<file path="src/rtl/sram_ahb_pkg.sv">
package sram_ahb_pkg;

    typedef enum logic [1:0] {
        ST_IDLE   = 2'd0,
        ST_ACCESS = 2'd1,
        ST_GAP    = 2'd2
    } seq_state_t;

    localparam logic [1:0] TR_IDLE   = 2'b00;
    localparam logic [1:0] TR_BUSY   = 2'b01;
    localparam logic [1:0] TR_NONSEQ = 2'b10;
    localparam logic [1:0] TR_SEQ    = 2'b11;

endpackage

</file>
<file path="src/rtl/sram_seq_ctrl.sv">
module sram_seq_ctrl
    import sram_ahb_pkg::*;
#(
    parameter int WSW = 4
) (
    input  logic             clk,
    input  logic             rst_n,
    input  logic [1:0]       htrans_i,
    input  logic [WSW-1:0]   cfg_wait_i,
    output seq_state_t       state_o,
    output seq_state_t       state_nxt_o,
    output logic [WSW-1:0]   cnt_nxt_o,
    output logic             last_o,
    output logic             hready_o,
    output logic             accept_o
);

    localparam logic [WSW-1:0] ONE = WSW'(1);

    seq_state_t     state_q, state_d;
    logic [WSW-1:0] cnt_q, cnt_d;
    logic [WSW-1:0] eff_wait;
    logic           last;
    logic           accept;

    assign eff_wait = (cfg_wait_i == '0) ? ONE : cfg_wait_i;
    assign last     = (state_q == ST_ACCESS) && (cnt_q == eff_wait - ONE);
    assign hready_o = (state_q == ST_IDLE) || last;
    assign accept   = hready_o && ((htrans_i == TR_NONSEQ) || (htrans_i == TR_SEQ));

    always_comb begin
        state_d = state_q;
        cnt_d   = cnt_q;
        unique case (state_q)
            ST_IDLE: begin
                if (accept) begin
                    state_d = ST_ACCESS;
                    cnt_d   = '0;
                end
            end
            ST_ACCESS: begin
                if (last) begin
                    state_d = accept ? ST_GAP : ST_IDLE;
                    cnt_d   = '0;
                end else begin
                    cnt_d = cnt_q + ONE;
                end
            end
            ST_GAP: begin
                state_d = ST_ACCESS;
                cnt_d   = '0;
            end
            default: begin
                state_d = ST_IDLE;
                cnt_d   = '0;
            end
        endcase
    end

    always_ff @(posedge clk or negedge rst_n) begin
        if (!rst_n) begin
            state_q <= ST_IDLE;
            cnt_q   <= '0;
        end else begin
            state_q <= state_d;
            cnt_q   <= cnt_d;
        end
    end

    assign state_o     = state_q;
    assign state_nxt_o = state_d;
    assign cnt_nxt_o   = cnt_d;
    assign last_o      = last;
    assign accept_o    = accept;

    AST_CNT_IN_RANGE: assert property (@(posedge clk) disable iff (!rst_n)
        (state_q == ST_ACCESS) |-> (cnt_q < eff_wait));
    AST_ACCEPT_OPENS: assert property (@(posedge clk) disable iff (!rst_n)
        (state_q == ST_IDLE && accept) |=> (state_q == ST_ACCESS && cnt_q == '0));
    AST_GAP_THEN_ACCESS: assert property (@(posedge clk) disable iff (!rst_n)
        (state_q == ST_GAP) |=> (state_q == ST_ACCESS));

endmodule

</file>
<file path="src/rtl/sram_strobe_gen.sv">
module sram_strobe_gen
    import sram_ahb_pkg::*;
#(
    parameter int WSW       = 4,
    parameter int CDW       = 4,
    parameter bit HALF_STEP = 1'b1
) (
    input  logic            clk,
    input  logic            rst_n,
    input  seq_state_t      state_i,
    input  seq_state_t      state_nxt_i,
    input  logic [WSW-1:0]  cnt_nxt_i,
    input  logic [CDW-1:0]  cfg_cs_delay_i,
    input  logic            wr_i,
    output logic            cs_o,
    output logic            oe_o,
    output logic            we_o
);

    logic [CDW-2:0] whole_steps;
    logic           cs_rise_q;
    logic           cs_hold;

    assign whole_steps = cfg_cs_delay_i[CDW-1:1];

    always_ff @(posedge clk or negedge rst_n) begin
        if (!rst_n) begin
            cs_rise_q <= 1'b0;
        end else begin
            cs_rise_q <= (state_nxt_i == ST_ACCESS) &&
                         (32'(cnt_nxt_i) >= 32'(whole_steps));
        end
    end

    generate
        if (HALF_STEP) begin : g_half
            logic cs_fall_q;
            always_ff @(negedge clk or negedge rst_n) begin
                if (!rst_n) begin
                    cs_fall_q <= 1'b0;
                end else begin
                    cs_fall_q <= cs_rise_q;
                end
            end
            assign cs_hold = cfg_cs_delay_i[0] ? (cs_rise_q & cs_fall_q) : cs_rise_q;
        end else begin : g_whole
            logic unused_lsb;
            assign unused_lsb = cfg_cs_delay_i[0];
            assign cs_hold    = cs_rise_q;
        end
    endgenerate

    assign cs_o = cs_hold;
    assign oe_o = cs_hold & ~wr_i;
    assign we_o = cs_hold &  wr_i;

    AST_STROBES_EXCLUSIVE: assert property (@(posedge clk) disable iff (!rst_n)
        !(oe_o && we_o));
    AST_CS_ONLY_IN_ACCESS: assert property (@(posedge clk) disable iff (!rst_n)
        (state_i != ST_ACCESS) |-> !cs_o);

endmodule

</file>
<file path="src/rtl/sram_ahb_bridge.sv">
module sram_ahb_bridge
    import sram_ahb_pkg::*;
#(
    parameter int AW        = 16,
    parameter int DW        = 32,
    parameter int WSW       = 4,
    parameter int CDW       = 4,
    parameter bit HALF_STEP = 1'b1
) (
    input  logic                         hclk,
    input  logic                         hresetn,
    input  logic [AW-1:0]                haddr,
    input  logic                         hwrite,
    input  logic [1:0]                   htrans,
    input  logic [2:0]                   hsize,
    input  logic [DW-1:0]                hwdata,
    output logic [DW-1:0]                hrdata,
    output logic                         hready,
    output logic                         hresp,
    input  logic [WSW-1:0]               cfg_wait,
    input  logic [CDW-1:0]               cfg_cs_delay,
    output logic [AW-$clog2(DW/8)-1:0]   mem_addr,
    output logic                         mem_cs_n,
    output logic                         mem_oe_n,
    output logic                         mem_we_n,
    output logic [DW/8-1:0]              mem_be_n,
    input  logic [DW-1:0]                mem_din,
    output logic [DW-1:0]                mem_dout,
    output logic                         mem_doe
);

    localparam int NB  = DW / 8;
    localparam int BL  = $clog2(NB);
    localparam int MAW = AW - BL;

    function automatic logic [NB-1:0] lane_mask(input logic [BL-1:0] lo, input logic [2:0] sz);
        int nbytes;
        int base;
        logic [NB-1:0] m;
        nbytes = 1 << sz;
        if (nbytes > NB) nbytes = NB;
        base = int'(lo) & ~(nbytes - 1);
        for (int i = 0; i < NB; i++) begin
            m[i] = (i >= base) && (i < base + nbytes);
        end
        return m;
    endfunction

    seq_state_t     state, state_nxt;
    logic [WSW-1:0] cnt_nxt;
    logic           last, accept;
    logic           cs, oe, we;
    logic [MAW-1:0] addr_q;
    logic [NB-1:0]  be_q;
    logic           wr_q;

    sram_seq_ctrl #(.WSW(WSW)) i_seq (
        .clk         (hclk),
        .rst_n       (hresetn),
        .htrans_i    (htrans),
        .cfg_wait_i  (cfg_wait),
        .state_o     (state),
        .state_nxt_o (state_nxt),
        .cnt_nxt_o   (cnt_nxt),
        .last_o      (last),
        .hready_o    (hready),
        .accept_o    (accept)
    );

    always_ff @(posedge hclk or negedge hresetn) begin
        if (!hresetn) begin
            addr_q <= '0;
            be_q   <= '0;
            wr_q   <= 1'b0;
        end else if (accept) begin
            addr_q <= haddr[AW-1:BL];
            be_q   <= lane_mask(haddr[BL-1:0], hsize);
            wr_q   <= hwrite;
        end
    end

    sram_strobe_gen #(.WSW(WSW), .CDW(CDW), .HALF_STEP(HALF_STEP)) i_strobe (
        .clk            (hclk),
        .rst_n          (hresetn),
        .state_i        (state),
        .state_nxt_i    (state_nxt),
        .cnt_nxt_i      (cnt_nxt),
        .cfg_cs_delay_i (cfg_cs_delay),
        .wr_i           (wr_q),
        .cs_o           (cs),
        .oe_o           (oe),
        .we_o           (we)
    );

    assign mem_addr = addr_q;
    assign mem_cs_n = ~cs;
    assign mem_oe_n = ~oe;
    assign mem_we_n = ~we;
    assign mem_be_n = ~(be_q & {NB{cs}});
    assign mem_dout = hwdata;
    assign mem_doe  = (state == ST_ACCESS) && wr_q;
    assign hrdata   = (last && !wr_q) ? mem_din : '0;
    assign hresp    = 1'b0;

    AST_READ_NOT_DRIVEN: assert property (@(posedge hclk) disable iff (!hresetn)
        !mem_oe_n |-> !mem_doe);
    AST_WRITE_DRIVEN: assert property (@(posedge hclk) disable iff (!hresetn)
        !mem_we_n |-> mem_doe);
    AST_BE_WITH_CS: assert property (@(posedge hclk) disable iff (!hresetn)
        mem_cs_n |-> (mem_be_n == '1));

endmodule

</file>
<file path="config.mk">
export PLATFORM = sky130hd
export DESIGN_NAME = sram_ahb_bridge
export DESIGN_NICKNAME = d
export VERILOG_FILES = /design/src/rtl/sram_ahb_pkg.sv /design/src/rtl/sram_seq_ctrl.sv /design/src/rtl/sram_strobe_gen.sv /design/src/rtl/sram_ahb_bridge.sv
export SDC_FILE = /design/constraint.sdc
export NUM_CORES = 1
export LEC_CHECK = 0
export ABC_AREA = 1
export BUFFER_PORTS_ARGS = -buffer_cell sky130_fd_sc_hd__buf_4
export CAP_MARGIN = 40
export CORE_ASPECT_RATIO = 1.2
export CORE_MARGIN = 2
export CORE_UTILIZATION = 41
export DETAILED_ROUTE_END_ITERATION = 16
export PLACE_DENSITY_LB_ADDON = 0.12
export SLEW_MARGIN = 10
export SYNTH_ARGS = -nofsm -noshare
export SYNTH_HDL_FRONTEND = slang
export SYNTH_HIERARCHICAL = 1
export SYNTH_SLANG_ARGS = --single-unit
</file>
<file path="constraint.sdc">
create_clock -name hclk -period 3.2 [get_ports hclk]
set_input_delay 0 -clock hclk [delete_from_list [all_inputs] [get_ports hclk]]
set_output_delay 0 -clock hclk [all_outputs]
set_load 0.05 [all_outputs]
</file>
==> summary.txt <==
Largest net degree at the start of global routing = 28
Final nets = 518
Gate power share = 65.0%
Antenna violations before repair = 0
I/O pin count = 184
Max Cap Violations = 0
Ys Warns = 6
Placer congestion estimate = 0.7641
Non-Filler Instances = 476
Cell Chain, Critical Path = inv_1 > nand2_1 > nand2_1 > inv_1 > nand2_1 > buf_4
Gate Count Post-Synth = 316
Net Sw Power = 1223 uW
Final hold vios = 0
Global-route wire length before repair = 7803 um
Vias in the first global route = 1810
Iteration-0 DRC Markers = 34
GRT Residual Overflow = 0
Sequential area share after synthesis = 32.95%
Port buffer count = 117
Crit path DAT = 2.79 ns
Detail Placement HPWL = 4353 um
Crit path kind = register to output port
Max stage delay on crit path = 0.39 ns
Switch share = 53.69%
Critical Path Fanout Max = 5
Post-Syn Area = 2051 um2
H-tree levels = 1
Drt pass-1 iters = 4
Pre-CTS WS = 0.6921 ns
Vias/cell = 4.370
Static leakage = 0.001826 uW
Share of layout cells above drive strength 1 = 33.41%
Crit path buf inv count = 3
Fin area = 2949 um2
VDD IR max = 0.6330 mV
Antenna viol nets, final = 0
Worst setup margin = 0.4069 ns
Mean Syn Cell Area = 6.490 um2
Die H = 81.48 um
N_diodes = 0
DRT Wirelength = 5426 um
Pint = 1054 uW
Num CTS Buffers = 3
Vias = 2080
Die width = 68.56 um
Root Driver = clkbuf_8
Most frequent cells in the layout = buf_4, nand2_1, inv_1
Worst-case clock buffer depth = 2
Worst hold path class = primary input to output port
Min Hold Slack = 0.00002200 ns
Placed Area = 2743 um2
CTS tree = yes
Unrepaired setup endpoints after global routing = false
Final setup fails = 0
Clk sinks = 27
Clock power frac = 8.4%
Post-synth EDFFs = 0
Most frequent CP cell = nand2_1
Number of hold buffers added after CTS = 16
Critical Path End Type = output port
#FFs+latches synth = 27
Crit path max-delay cell type = dfrtn_1
Postcts setup bufs = 0
Most common cell after layout, fill and taps aside = buf_4
WP data required = 3.20 ns
FFs w/ async S/R, synth = 100.0%
Post-cts repair resize count = 0
Most used DFF post-synth = dfrtp_1
Max Slew Vio Count = 0
DRC = 0
Worst-Skew Late Latency = 0.28 ns
Row Count = 28
Placed Cells = 456
Nature of the critical path startpoint = register
Layout area overhead = 43.81%
Flop pwr share = 26.6%
Fin Clk Skew = 0.01089 ns
Worst-path clk slew = 0.06 ns
Worst path top cell family by delay = flip-flops
Power Density = 772.2 nW/um2
Avg WL per Cell = 11.40 um
Total track usage = 18.41%
Status = finished, final reports clean
Core Area = 4870 um2
Initial Utilization = 42.11%
Post-synthesis net count = 417
Final setup TNS = 0 ns
Die area = 5586 um2
Synth cell types = 24
==> cell usage after synthesis, types with 2 or more instances <==
library cell	instances	area [um2]
nand3_1	14	70.07
dfrtp_1	26	650.6
nand2_1	91	341.6
o21ai_0	4	20.02
nor2_2	4	25.02
nand2_2	3	18.77
inv_1	66	247.7
ha_1	5	62.56
buf_2	5	25.02
inv_2	2	7.510
a21oi_1	2	10.01
xor2_1	2	17.52
nand3_2	4	40.04
buf_4	33	247.7
nand4_1	2	12.51
nor2_1	45	168.9
==> path summary, 6_finish.rpt <==
check / cells past startpoint / from / slack, ns / endpoint
max reg2reg: 11 / i_seq/cnt_q[2] / 1.04 / be_q[3]
min: 0 / hwdata[22] / 0.00002 / mem_dout[22]
min in group asynchronous: 2 / hresetn / 0.17 / mem_addr[5]
min reg2reg: 2 / mem_addr[1] / 0.48 / mem_addr[1]
max in group asynchronous: 2 / hresetn / 1.26 / i_strobe/g_half.cs_fall_q
max: 6 / i_strobe/g_half.cs_fall_q / 0.41 / mem_be_n[0]
==> layout make-up <==
cell class	count	area, um2
clock buffers	3	41.29
multi-input cells	182	835.8
clock inverters	1	5.005
inverters	68	255.2
fillers	462	1921
well taps	60	75.07
repair buffers	135	1061
flip-flops and latches	27	675.6
==> cell families after synthesis <==
group,share of synthesized area (%)
AO/OA/AOI/OAI,1.892
XOR/XNOR,1.282
adder cells (fa/ha/maj),3.051
buffers and inverters,26.30
flip-flops,32.95
other,0.1829
AND/OR/NAND/NOR,34.35
==> state kept, by name, summed over array words and instances (netlist names) <==
register,cells
mem_addr,14
i_strobe/cs_rise_q,1
i_seq/state_o,2
i_strobe/g_half.cs_fall_q,1
i_seq/cnt_q,4
wr_q,1
be_q,4
==> layer usage <==
metal	share of wire, %	vias up	global-route usage, %
met5	0	-	0
met4	0.46	0	4.400
met2	55	88	36.25
li1	-	1076	-
met1	34	914	18.80
met3	10	2	4.384
==> through the flow <==
step | power [uW] | utilization, %
after CTS | 2297 | 60.56
after global routing | 2458 | 60.56
after floorplan | 1759 | -
after detailed placement | 2089 | 56.32
final | 2277 | 60.56
after global placement | 2066 | 56.01
==> power groups by stage <==
stage	logic, uW	registers (uW)	clock network [uW]
2_1_floorplan	874	885	0
3_3_place_gp	1450	613	0
3_5_place_dp	1480	609	0
4_1_cts	1500	607	195
5_1_grt	1620	630	208
6_report	1480	607	191
No activity file was read; power rests on OpenSTA's default activity.
